File: src/rtl/fpmm_pkg.sv
package fpmm_pkg;
  localparam int EXP_W  = 11;
  localparam int FRAC_W = 52;
  localparam int DATA_W = 1 + EXP_W + FRAC_W;

  typedef enum logic {
    OP_MAX = 1'b0,
    OP_MIN = 1'b1
  } mm_op_e;

  typedef struct packed {
    logic sign;
    logic is_nan;
    logic is_snan;
    logic is_zero;
  } fp_class_t;
endpackage

File: src/rtl/fpmm_classify.sv
module fpmm_classify
  import fpmm_pkg::*;
#(
  parameter int EXP_W  = fpmm_pkg::EXP_W,
  parameter int FRAC_W = fpmm_pkg::FRAC_W,
  localparam int DATA_W = 1 + EXP_W + FRAC_W
) (
  input  logic [DATA_W-1:0] val_i,
  output fp_class_t         cls_o
);
  logic [EXP_W-1:0]  expo;
  logic [FRAC_W-1:0] frac;

  assign expo = val_i[DATA_W-2 -: EXP_W];
  assign frac = val_i[FRAC_W-1:0];

  always_comb begin
    cls_o.sign    = val_i[DATA_W-1];
    cls_o.is_nan  = (&expo) && (|frac);
    // quiet bit is the fraction MSB
    cls_o.is_snan = (&expo) && (|frac) && !frac[FRAC_W-1];
    cls_o.is_zero = (expo == '0) && (frac == '0);
  end
endmodule

File: src/rtl/fpmm_less.sv
module fpmm_less #(
  parameter int DATA_W = fpmm_pkg::DATA_W
) (
  input  logic [DATA_W-1:0] a_i,
  input  logic [DATA_W-1:0] b_i,
  output logic              lt_o
);
  logic [DATA_W-2:0] a_mag, b_mag;
  logic              both_zero;

  assign a_mag     = a_i[DATA_W-2:0];
  assign b_mag     = b_i[DATA_W-2:0];
  assign both_zero = (a_mag == '0) && (b_mag == '0);

  // sign-magnitude ordering; callers exclude NaNs
  always_comb begin
    unique case ({a_i[DATA_W-1], b_i[DATA_W-1]})
      2'b00:   lt_o = a_mag < b_mag;
      2'b11:   lt_o = a_mag > b_mag;
      2'b10:   lt_o = !both_zero;
      default: lt_o = 1'b0;
    endcase
  end
endmodule

File: src/rtl/fpmm_select.sv
module fpmm_select
  import fpmm_pkg::*;
#(
  parameter int DATA_W = fpmm_pkg::DATA_W
) (
  input  logic [DATA_W-1:0] a_i,
  input  logic [DATA_W-1:0] b_i,
  input  fp_class_t         a_cls_i,
  input  fp_class_t         b_cls_i,
  input  logic              lt_i,
  input  mm_op_e            op_i,
  output logic [DATA_W-1:0] res_o,
  output logic              snan_o
);
  localparam logic [DATA_W-1:0] POS_ZERO = '0;
  localparam logic [DATA_W-1:0] NEG_ZERO = {1'b1, {(DATA_W-1){1'b0}}};

  logic zero_neg;

  always_comb begin
    zero_neg = (op_i == OP_MAX) ? (a_cls_i.sign && b_cls_i.sign)
                                : (a_cls_i.sign || b_cls_i.sign);
    snan_o = 1'b0;
    if (a_cls_i.is_nan) begin
      res_o  = a_i;
      snan_o = a_cls_i.is_snan;
    end else if (b_cls_i.is_nan) begin
      res_o  = b_i;
      snan_o = b_cls_i.is_snan;
    end else if (a_cls_i.is_zero && b_cls_i.is_zero) begin
      res_o = zero_neg ? NEG_ZERO : POS_ZERO;
    end else if (op_i == OP_MAX) begin
      res_o = lt_i ? b_i : a_i;
    end else begin
      res_o = lt_i ? a_i : b_i;
    end
  end
endmodule

File: src/rtl/fp64_maxmin_unit.sv
module fp64_maxmin_unit
  import fpmm_pkg::*;
#(
  parameter int EXP_W  = fpmm_pkg::EXP_W,
  parameter int FRAC_W = fpmm_pkg::FRAC_W,
  localparam int DATA_W = 1 + EXP_W + FRAC_W
) (
  input  logic              clk_i,
  input  logic              rst_ni,
  input  logic              valid_i,
  input  logic              op_i,
  input  logic              inv_en_i,
  input  logic [DATA_W-1:0] a_i,
  input  logic [DATA_W-1:0] b_i,
  output logic              valid_o,
  output logic [DATA_W-1:0] res_o,
  output logic              snan_o,
  output logic              wr_en_o
);
  localparam int NUM_OPND = 2;

  logic [NUM_OPND-1:0][DATA_W-1:0] opnd;
  fp_class_t                       cls [NUM_OPND];
  logic                            lt;
  logic [DATA_W-1:0]               res_d;
  logic                            snan_d;

  assign opnd[0] = a_i;
  assign opnd[1] = b_i;

  for (genvar gi = 0; gi < NUM_OPND; gi++) begin : g_cls
    fpmm_classify #(
      .EXP_W (EXP_W),
      .FRAC_W(FRAC_W)
    ) u_cls (
      .val_i(opnd[gi]),
      .cls_o(cls[gi])
    );
  end

  fpmm_less #(.DATA_W(DATA_W)) u_less (
    .a_i (a_i),
    .b_i (b_i),
    .lt_o(lt)
  );

  fpmm_select #(.DATA_W(DATA_W)) u_sel (
    .a_i    (a_i),
    .b_i    (b_i),
    .a_cls_i(cls[0]),
    .b_cls_i(cls[1]),
    .lt_i   (lt),
    .op_i   (mm_op_e'(op_i)),
    .res_o  (res_d),
    .snan_o (snan_d)
  );

  always_ff @(posedge clk_i or negedge rst_ni) begin
    if (!rst_ni) begin
      valid_o <= 1'b0;
      res_o   <= '0;
      snan_o  <= 1'b0;
      wr_en_o <= 1'b0;
    end else begin
      valid_o <= valid_i;
      snan_o  <= valid_i && snan_d;
      wr_en_o <= valid_i && !(snan_d && inv_en_i);
      if (valid_i) res_o <= res_d;
    end
  end
endmodule

File: config.mk
export PLATFORM = sky130hd
export DESIGN_NAME = fp64_maxmin_unit
export DESIGN_NICKNAME = d
export VERILOG_FILES = /design/src/rtl/fpmm_pkg.sv /design/src/rtl/fpmm_classify.sv /design/src/rtl/fpmm_less.sv /design/src/rtl/fpmm_select.sv /design/src/rtl/fp64_maxmin_unit.sv
export SDC_FILE = /design/constraint.sdc
export NUM_CORES = 1
export LEC_CHECK = 0
export BUFFER_PORTS_ARGS = -buffer_cell sky130_fd_sc_hd__buf_2
export CAP_MARGIN = 15
export CORE_MARGIN = 2
export CORE_UTILIZATION = 41
export DETAILED_ROUTE_END_ITERATION = 8
export PLACE_DENSITY = 0.72
export SLEW_MARGIN = 20
export SYNTH_ARGS = -nofsm -noshare
export SYNTH_HDL_FRONTEND = slang
export SYNTH_SLANG_ARGS = --single-unit
File: constraint.sdc
create_clock -name clk_i -period 1 [get_ports clk_i]
set_clock_uncertainty 0.1 [all_clocks]
set_input_delay 0.05 -clock clk_i [delete_from_list [all_inputs] [get_ports clk_i]]
set_output_delay 0.05 -clock clk_i [all_outputs]
set_load 0.05 [all_outputs]
==> flow_summary.ini, run 1 <==
[clock_network]
cts_num_sinks = 67
holdBufCountCts = 19
cts_root_buffer = clkbuf_16
clk_latency_ns = 0.33
clk_pin_slew_ns = 0.06
numCtsBuffers = 9
cts_tree = yes
ctsHtreeMaxLevel = 3
clk_path_buf_depth = 2

[worst_setup_path]
crit_path_end_kind = flop
arrival_ns = 3.14
path_class = input port to flop
cpMaxStageDelayCell = or4b_4
cpPeakStageDelay_ns = 0.50
worstPathRequired_ns = 1.17
cp-start-kind = input port
crit_path_cell_trace = buf_8 -> inv_4 -> ha_4 -> nand4_1 -> nor4_2 -> buf_4 -> nand4_1 -> a311oi_2 -> nor4_4 -> a22o_4 -> or4b_4 -> o311ai_4 -> buf_4 -> buf_16 -> a221o_1
critPathMaxFanout = 7

[timing]
slew_headroom_pct = 68.20
rsz0062_at_grt = yes
post-route-period-util_pct = 297.5
post-route-min-period_ns = 2.975
slew_viol_final = 0
setup-violations-final = 131
worst_slew_pin_slew_ns = 0.4769
hold_ws_ns = -0.04156
fin_ws_ns = -1.975
hold_viol = 33
timing.fmax_mhz = 336.1

[finish]
design_area_sq_um = 9859
final_nets = 1161
syn_to_final_growth_pct = 91.77
post-route-util_pct = 81.41
layout-drive-gt1-share_pct = 52.58
finalNonFillerCells = 1137

[pwr]
ir_drop_v = 0.0009164
power.total_w = 0.01290
static-leakage-power_nw = 4.768
cellPowerDensity_nw_per_um2 = 1308

[place]
port_buffers = 199
dp_hpwl_microns = 15980
place_area_sq_um = 7863
gp_congestion = 0.9305
place_ws_ns = -2.203
dp.cells = 1080

[global_route]
grt_overflow = 0
track_usage_pct = 33.17
grt_pass1_wl_microns = 34610
grt_max_degree = 38
antenna_found_initial = 2
grt_pass1_vias = 6912

[synthesis]
yosys_warnings = 0
synth_edf_count = 0
seq_area_frac_synth_pct = 32.61
synth_cell_types = 48
async_flop_share_pct = 100.0
ys_seq_elements = 67
synthCells = 543
yosysTopAreaCell = dfrtp_1
syn_nets = 739
synth.top_cell.area_share_pct = 32.61
synthTopCellsByArea = dfrtp_1, ha_1, a221o_1
syn_area_sq_um = 5141
synth_area_per_cell_sq_um = 9.468
ys.flop_type = dfrtp_1

[routing]
wl_microns = 23560
dr_total_vias = 6725
wl_per_cell_microns = 20.72
vias_per_cell = 5.915
drtPass1Iterations = 6
drc = 0
ant_nets = 0
drt_iter0_drc = 648

[floorplanning]
dieArea_sq_um = 13450
ios = 200
row_count = 40
start_util_pct = 42.45
die_w_microns = 116.0
die_h_microns = 116.0
fp.coreArea_sq_um = 12110

[run_status]
status = finished, violations left
violations = negative hold slack, negative setup slack

[job]
cap_viol_max_count = 0

[worst_hold_path]
hold_class = input port to flop
[layer usage]
| layer | up-vias | part of all wire (%) | track usage, % | routed length (microns) |
|---|---|---|---|---|
| li1 | 2907 | - | - | - |
| met1 | 3194 | 36 | 39.75 | 8575 |
| met2 | 500 | 50 | 57.31 | 11760 |
| met3 | 122 | 8.7 | 6.433 | 2048 |
| met4 | 2 | 5.0 | 15.71 | 1169 |
| met5 | - | 0.059 | 0 | 14 |
[registers in the layout (all words and copies together), names as in the netlist]
name and cells:
res_o 64, snan_o 1, valid_o 1, wr_en_o 1
[area by class of cell]
class | instances | area (sq um)
timing repair buffer | 428 | 3731
multi-input combinational | 387 | 3692
fill | 691 | 2252
sequential | 67 | 1677
inverter | 72 | 277.8
clock buffer | 12 | 256.5
tap | 168 | 210.2
clock inverter | 2 | 12.51
antenna | 1 | 2.502
[critical path: cells and delay by family]
| family | cells | cell delay [ns] |
|---|---|---|
| simple gates | 5 | 1.31 |
| compound gates | 4 | 0.90 |
| buf+inv | 5 | 0.61 |
| fa+ha+maj | 1 | 0.25 |
[report_power, final]
| part | internal, W | total (W) | switching [W] |
|---|---|---|---|
| logic | 0.00306 | 0.00650 | 0.00344 |
| clock network | 0.00178 | 0.00294 | 0.00115 |
| registers | 0.00312 | 0.00346 | 0.000339 |
[synth_stat cells, types with 2 or more instances]
library cell  instances
a211oi_1              2
a21o_1                3
a21oi_1              28
a221o_1              59
a31oi_1               6
buf_6                 5
buf_8                 5
clkbuf_1              7
dfrtp_1              67
ha_1                 63
inv_1                72
nand2_1              23
nand2b_1              2
nand3_1              14
nand4_1              22
nor2_1               12
nor2b_1              55
nor3_1                3
nor4_1               34
nor4_2                3
nor4_4                2
o21a_1                5
o21ai_0              20
o21ai_1               3
o21bai_1              2
o31ai_1               2
or4_1                 3
[through the flow]
step           hold WS (ns)  TNS (ns)
3_3_place_gp       -0.09079   -135.46
6_report           -0.04156   -129.51
4_1_cts            -0.04668   -120.90
5_1_grt            -0.03313   -137.84
3_5_place_dp       -0.08006   -140.03
2_1_floorplan       -0.3456   -101.92
[worst paths after layout]
kind,start,endpoint,slack [ns],cells after the start
max reg2reg,res_o[14]$_DFFE_PN0P_,res_o[14]$_DFFE_PN0P_,-0.13,3
min reg2reg,res_o[1]$_DFFE_PN0P_,res_o[1]$_DFFE_PN0P_,0.53,2
min,b_i[37],res_o[37]$_DFFE_PN0P_,-0.04,3
min in group asynchronous,rst_ni,res_o[48]$_DFFE_PN0P_,0.12,2
max in group asynchronous,rst_ni,res_o[46]$_DFFE_PN0P_,0.20,3
max,b_i[28],res_o[19]$_DFFE_PN0P_,-1.97,15
[layout by cell type (no fill, tap or decap), types with 23 or more instances in the layout]
cell type / n
nor2b_1: 55
nand2_1: 23
dfrtp_1: 67
buf_6: 98
a21oi_1: 26
buf_4: 151
ha_1: 46
inv_1: 62
buf_8: 28
a221o_1: 59
buf_2: 118
[cells by family (layout without fill, tap and decap cells)]
group | Yosys count | after routing | synth area share, %
compound gates | 142 | 142 | 22.07
fa+ha+maj | 63 | 63 | 15.33
buf+inv | 89 | 514 | 8.323
flops | 67 | 67 | 32.61
other cells | 0 | 1 | 0
simple gates | 182 | 182 | 21.66
[what timing repair did]
| item | in CTS | in global routing |
|---|---|---|
| gates resized for setup | 263 | 48 |
| buffers inserted | 15 | 8 |
| pin swaps | 23 | 14 |
| cloned | 1 | 1 |
| endpoints found under the hold margin | 121 | 19 |
| endpoints found under the setup margin | 133 | 133 |
Power figures use the tool's default switching activity.
==> inputs of run 2 (changes only) <==
--- a/config.mk
+++ b/config.mk
@@ -5,12 +5,13 @@
 export SDC_FILE = /design/constraint.sdc
 export NUM_CORES = 1
 export LEC_CHECK = 0
+export ABC_AREA = 1
 export BUFFER_PORTS_ARGS = -buffer_cell sky130_fd_sc_hd__buf_2
 export CAP_MARGIN = 15
 export CORE_MARGIN = 2
 export CORE_UTILIZATION = 41
 export DETAILED_ROUTE_END_ITERATION = 8
-export PLACE_DENSITY = 0.72
+export PLACE_DENSITY = 0.68
 export SLEW_MARGIN = 20
 export SYNTH_ARGS = -nofsm -noshare
 export SYNTH_HDL_FRONTEND = slang
==> run 2 against run 1 <==
Net effect: the flow finishes with violations (negative setup slack); cell count increased by 67%; synthesized area rose by 41%; combinational power grew 20%; routed wire length increased by 41%; utilization decreased by 1.3 points; sequential share of layout area is 4.9 points lower; largest power group unchanged; die area increased by 39%; global-route usage down 1.5 points.
==> flow_summary.ini, run 2 <==
[run_status]
violations = negative setup slack
status = finished, violations left

[pwr]
seqPwrFrac_pct = 22.9
ir_drop_v = 0.0009460
switching_share_pct = 40.76
power.total_w = 0.01476
p_switching_w = 0.006017
power_frac_comb_pct = 52.7
static-leakage-power_nw = 7.485
cellPowerDensity_nw_per_um2 = 1068
power_frac_clock_pct = 24.4
p_int_w = 0.008745

[routing]
ant_nets = 0
drtPass1Iterations = 7
top_layer_used = met4
dr_wl_met3_microns = 2690
wl_met1_microns = 12590
drt_iter0_drc = 839
drc = 0
dr_total_vias = 10252
wl_met2_microns = 16260
wl_per_cell_microns = 17.47
vias_per_cell = 5.396
wl_microns = 33190

[floorplanning]
fp.coreArea_sq_um = 17240
start_util_pct = 41.93
row_count = 48
dieArea_sq_um = 18700
ios = 200
die_w_microns = 136.8
die_h_microns = 136.8

[synthesis]
synth_edf_count = 0
syn_area_sq_um = 7227
syn_nets = 1437
async_flop_share_pct = 100.0
synthCells = 1241
ys_seq_elements = 67
synth.top_cell.area_share_pct = 23.20
yosys_warnings = 0
synthTopCellsByArea = dfrtp_1, nand2_1, ha_1
synth_area_per_cell_sq_um = 5.823
yosysMostFrequentCell = nand2_1
yosysTopAreaCell = dfrtp_1
ys.flop_type = dfrtp_1
synth_commonest_cells = nand2_1, inv_1, nand3_1
synth_cell_types = 30
seq_area_frac_synth_pct = 23.20

[timing]
post-route-period-util_pct = 218.4
timing.fmax_mhz = 457.9
slew_viol_final = 0
post-route-min-period_ns = 2.184
fin_ws_ns = -1.184
rsz0062_at_grt = yes
hold_viol = 0
slew_headroom_pct = 72.09
setup-violations-final = 133
worst_slew_pin_slew_ns = 0.4154
fin_setup_tns_ns = -74.56

[place]
place_ws_ns = -1.488
gp_congestion = 0.8992
dp_hpwl_microns = 19020
port_buffers = 199

[finish]
final_nets = 1866
largest_reg_flops = 64
syn_to_final_growth_pct = 91.17
layout-drive-gt1-share_pct = 50.69
final_common_cell = nand2_1
diodes = 0
final_cell_mix = nand2_1, buf_4, inv_1
regMostFlops = res_o

[worst_hold_path]
holdPathEnd = res_o[34]$_DFFE_PN0P_
whs_path_depth = 5
hold_class = input port to flop
min_from = a_i[34]

[clock_network]
cts_root_buffer = clkbuf_16
cts_num_sinks = 67
clk_path_buf_depth = 2
clk_latency_ns = 0.35
clk_pin_slew_ns = 0.06
ctsHtreeMaxLevel = 3
numCtsBuffers = 9
cts_tree = yes

[global_route]
antenna_found_initial = 0
grt_pass1_wl_microns = 46580
grt_max_degree = 67
grt_pass1_vias = 9507
grt_overflow = 0
track_usage_pct = 31.65

[worst_setup_path]
r2r-end = res_o[42]$_DFFE_PN0P_
critPathMaxFanout = 8
crit_path_end_kind = flop
cp-start-kind = input port
arrival_ns = 2.32
path_class = input port to flop
r2r_start = res_o[42]$_DFFE_PN0P_
r2r_cells = 4
reg2reg_slack_ns = 0.03
worstPathRequired_ns = 1.14

[job]
cap_viol_max_count = 0
==> run 2: cell count changes after synthesis, moves of 55 or more <==
cell     delta
nand2_1   +391
nand3_1   +118
inv_1     +106
o21ai_0    +97
inv_2      +81
a221o_1    -59
nor2b_1    -55
==> run 2: worst max path at each step <==
stage / to / depth (start not counted) / startpoint
2_1_floorplan: res_o[10]$_DFFE_PN0P_ / 21 / b_i[60]
4_1_cts: res_o[49]$_DFFE_PN0P_ / 20 / b_i[58]
3_5_place_dp: res_o[21]$_DFFE_PN0P_ / 21 / b_i[60]
5_1_grt: res_o[4]$_DFFE_PN0P_ / 20 / b_i[48]
3_3_place_gp: res_o[21]$_DFFE_PN0P_ / 19 / a_i[28]
6_report: res_o[4]$_DFFE_PN0P_ / 20 / b_i[24]
==> run 2: final cells by class <==
| type | count | area (sq um) |
|---|---|---|
| multi-input cells | 859 | 6060 |
| clock inverters | 6 | 88.84 |
| flip-flops and latches | 67 | 1677 |
| inverters | 261 | 1074 |
| fillers | 1058 | 3421 |
| clock buffers | 10 | 239.0 |
| well taps | 225 | 281.5 |
| repair buffers | 472 | 4397 |
==> run 2: timing repair <==
item | in CTS | in global routing
endpoints found under the setup margin | 133 | 133
buffers inserted | 35 | 22
endpoints found under the hold margin | 80 | 0
cloned | 4 | 11
resized for setup | 379 | 200
pin swaps | 88 | 144
hold buffers | 15 | 0
==> run 2: cells by family (layout without fill, tap and decap cells) <==
logic type,count (synthesis),after routing,share of synthesized area (%)
AND/OR/NAND/NOR,639,640,37.67
buffers and inverters,316,749,17.02
AO/OA/AOI/OAI,156,156,11.20
flip-flops,67,67,23.20
adder cells (fa/ha/maj),63,63,10.91
==> run 2: per-layer routing <==
metal / vias to the layer above / track usage, %
met2: 586 / 55.69
met3: 152 / 5.630
met1: 4768 / 37.74
met5: - / 0
li1: 4746 / -
met4: 0 / 13.43
==> run 2: stage by stage <==
stage | instances | util (%) | hold slack, ns | area, sq um
global route | 1900 | 80.15 | 0.04189 | 13820
global placement | 1798 | 58.70 | -0.2567 | 10120
detailed placement | 1798 | 58.70 | -0.2570 | 10120
floorplan | 1241 | - | -0.3456 | 7505
CTS | 1868 | 73.38 | 0.005159 | 12650
finish | 1900 | 80.15 | 0.006671 | 13820
==> run 2: critical path: stages <==
cell and delay (ns):
buf_2 0.10, inv_2 0.05, ha_4 0.26, nand2_1 0.07, nor2_2 0.12, nand2_2 0.08
nor3_4 0.24, nand3_1 0.13, nor2_2 0.11, nor2_2 0.06, nand2_4 0.09, nand4_4 0.14
buf_12 0.18, nand2_8 0.12, buf_12 0.17, nand2_4 0.05, nand3_2 0.07, nand2_1 0.06
nand2_1 0.09, nand2_1 0.06
==> run 2: power by group through the flow <==
| stage | combinational [W] | clock (W) | sequential, W |
|---|---|---|---|
| finish | 0.00778 | 0.00360 | 0.00338 |
| global placement | 0.00514 | 0 | 0.00333 |
| floorplan | 0.00194 | 0 | 0.00462 |
| global route | 0.00826 | 0.00379 | 0.00340 |
| detailed placement | 0.00522 | 0 | 0.00332 |
| CTS | 0.00674 | 0.00366 | 0.00336 |
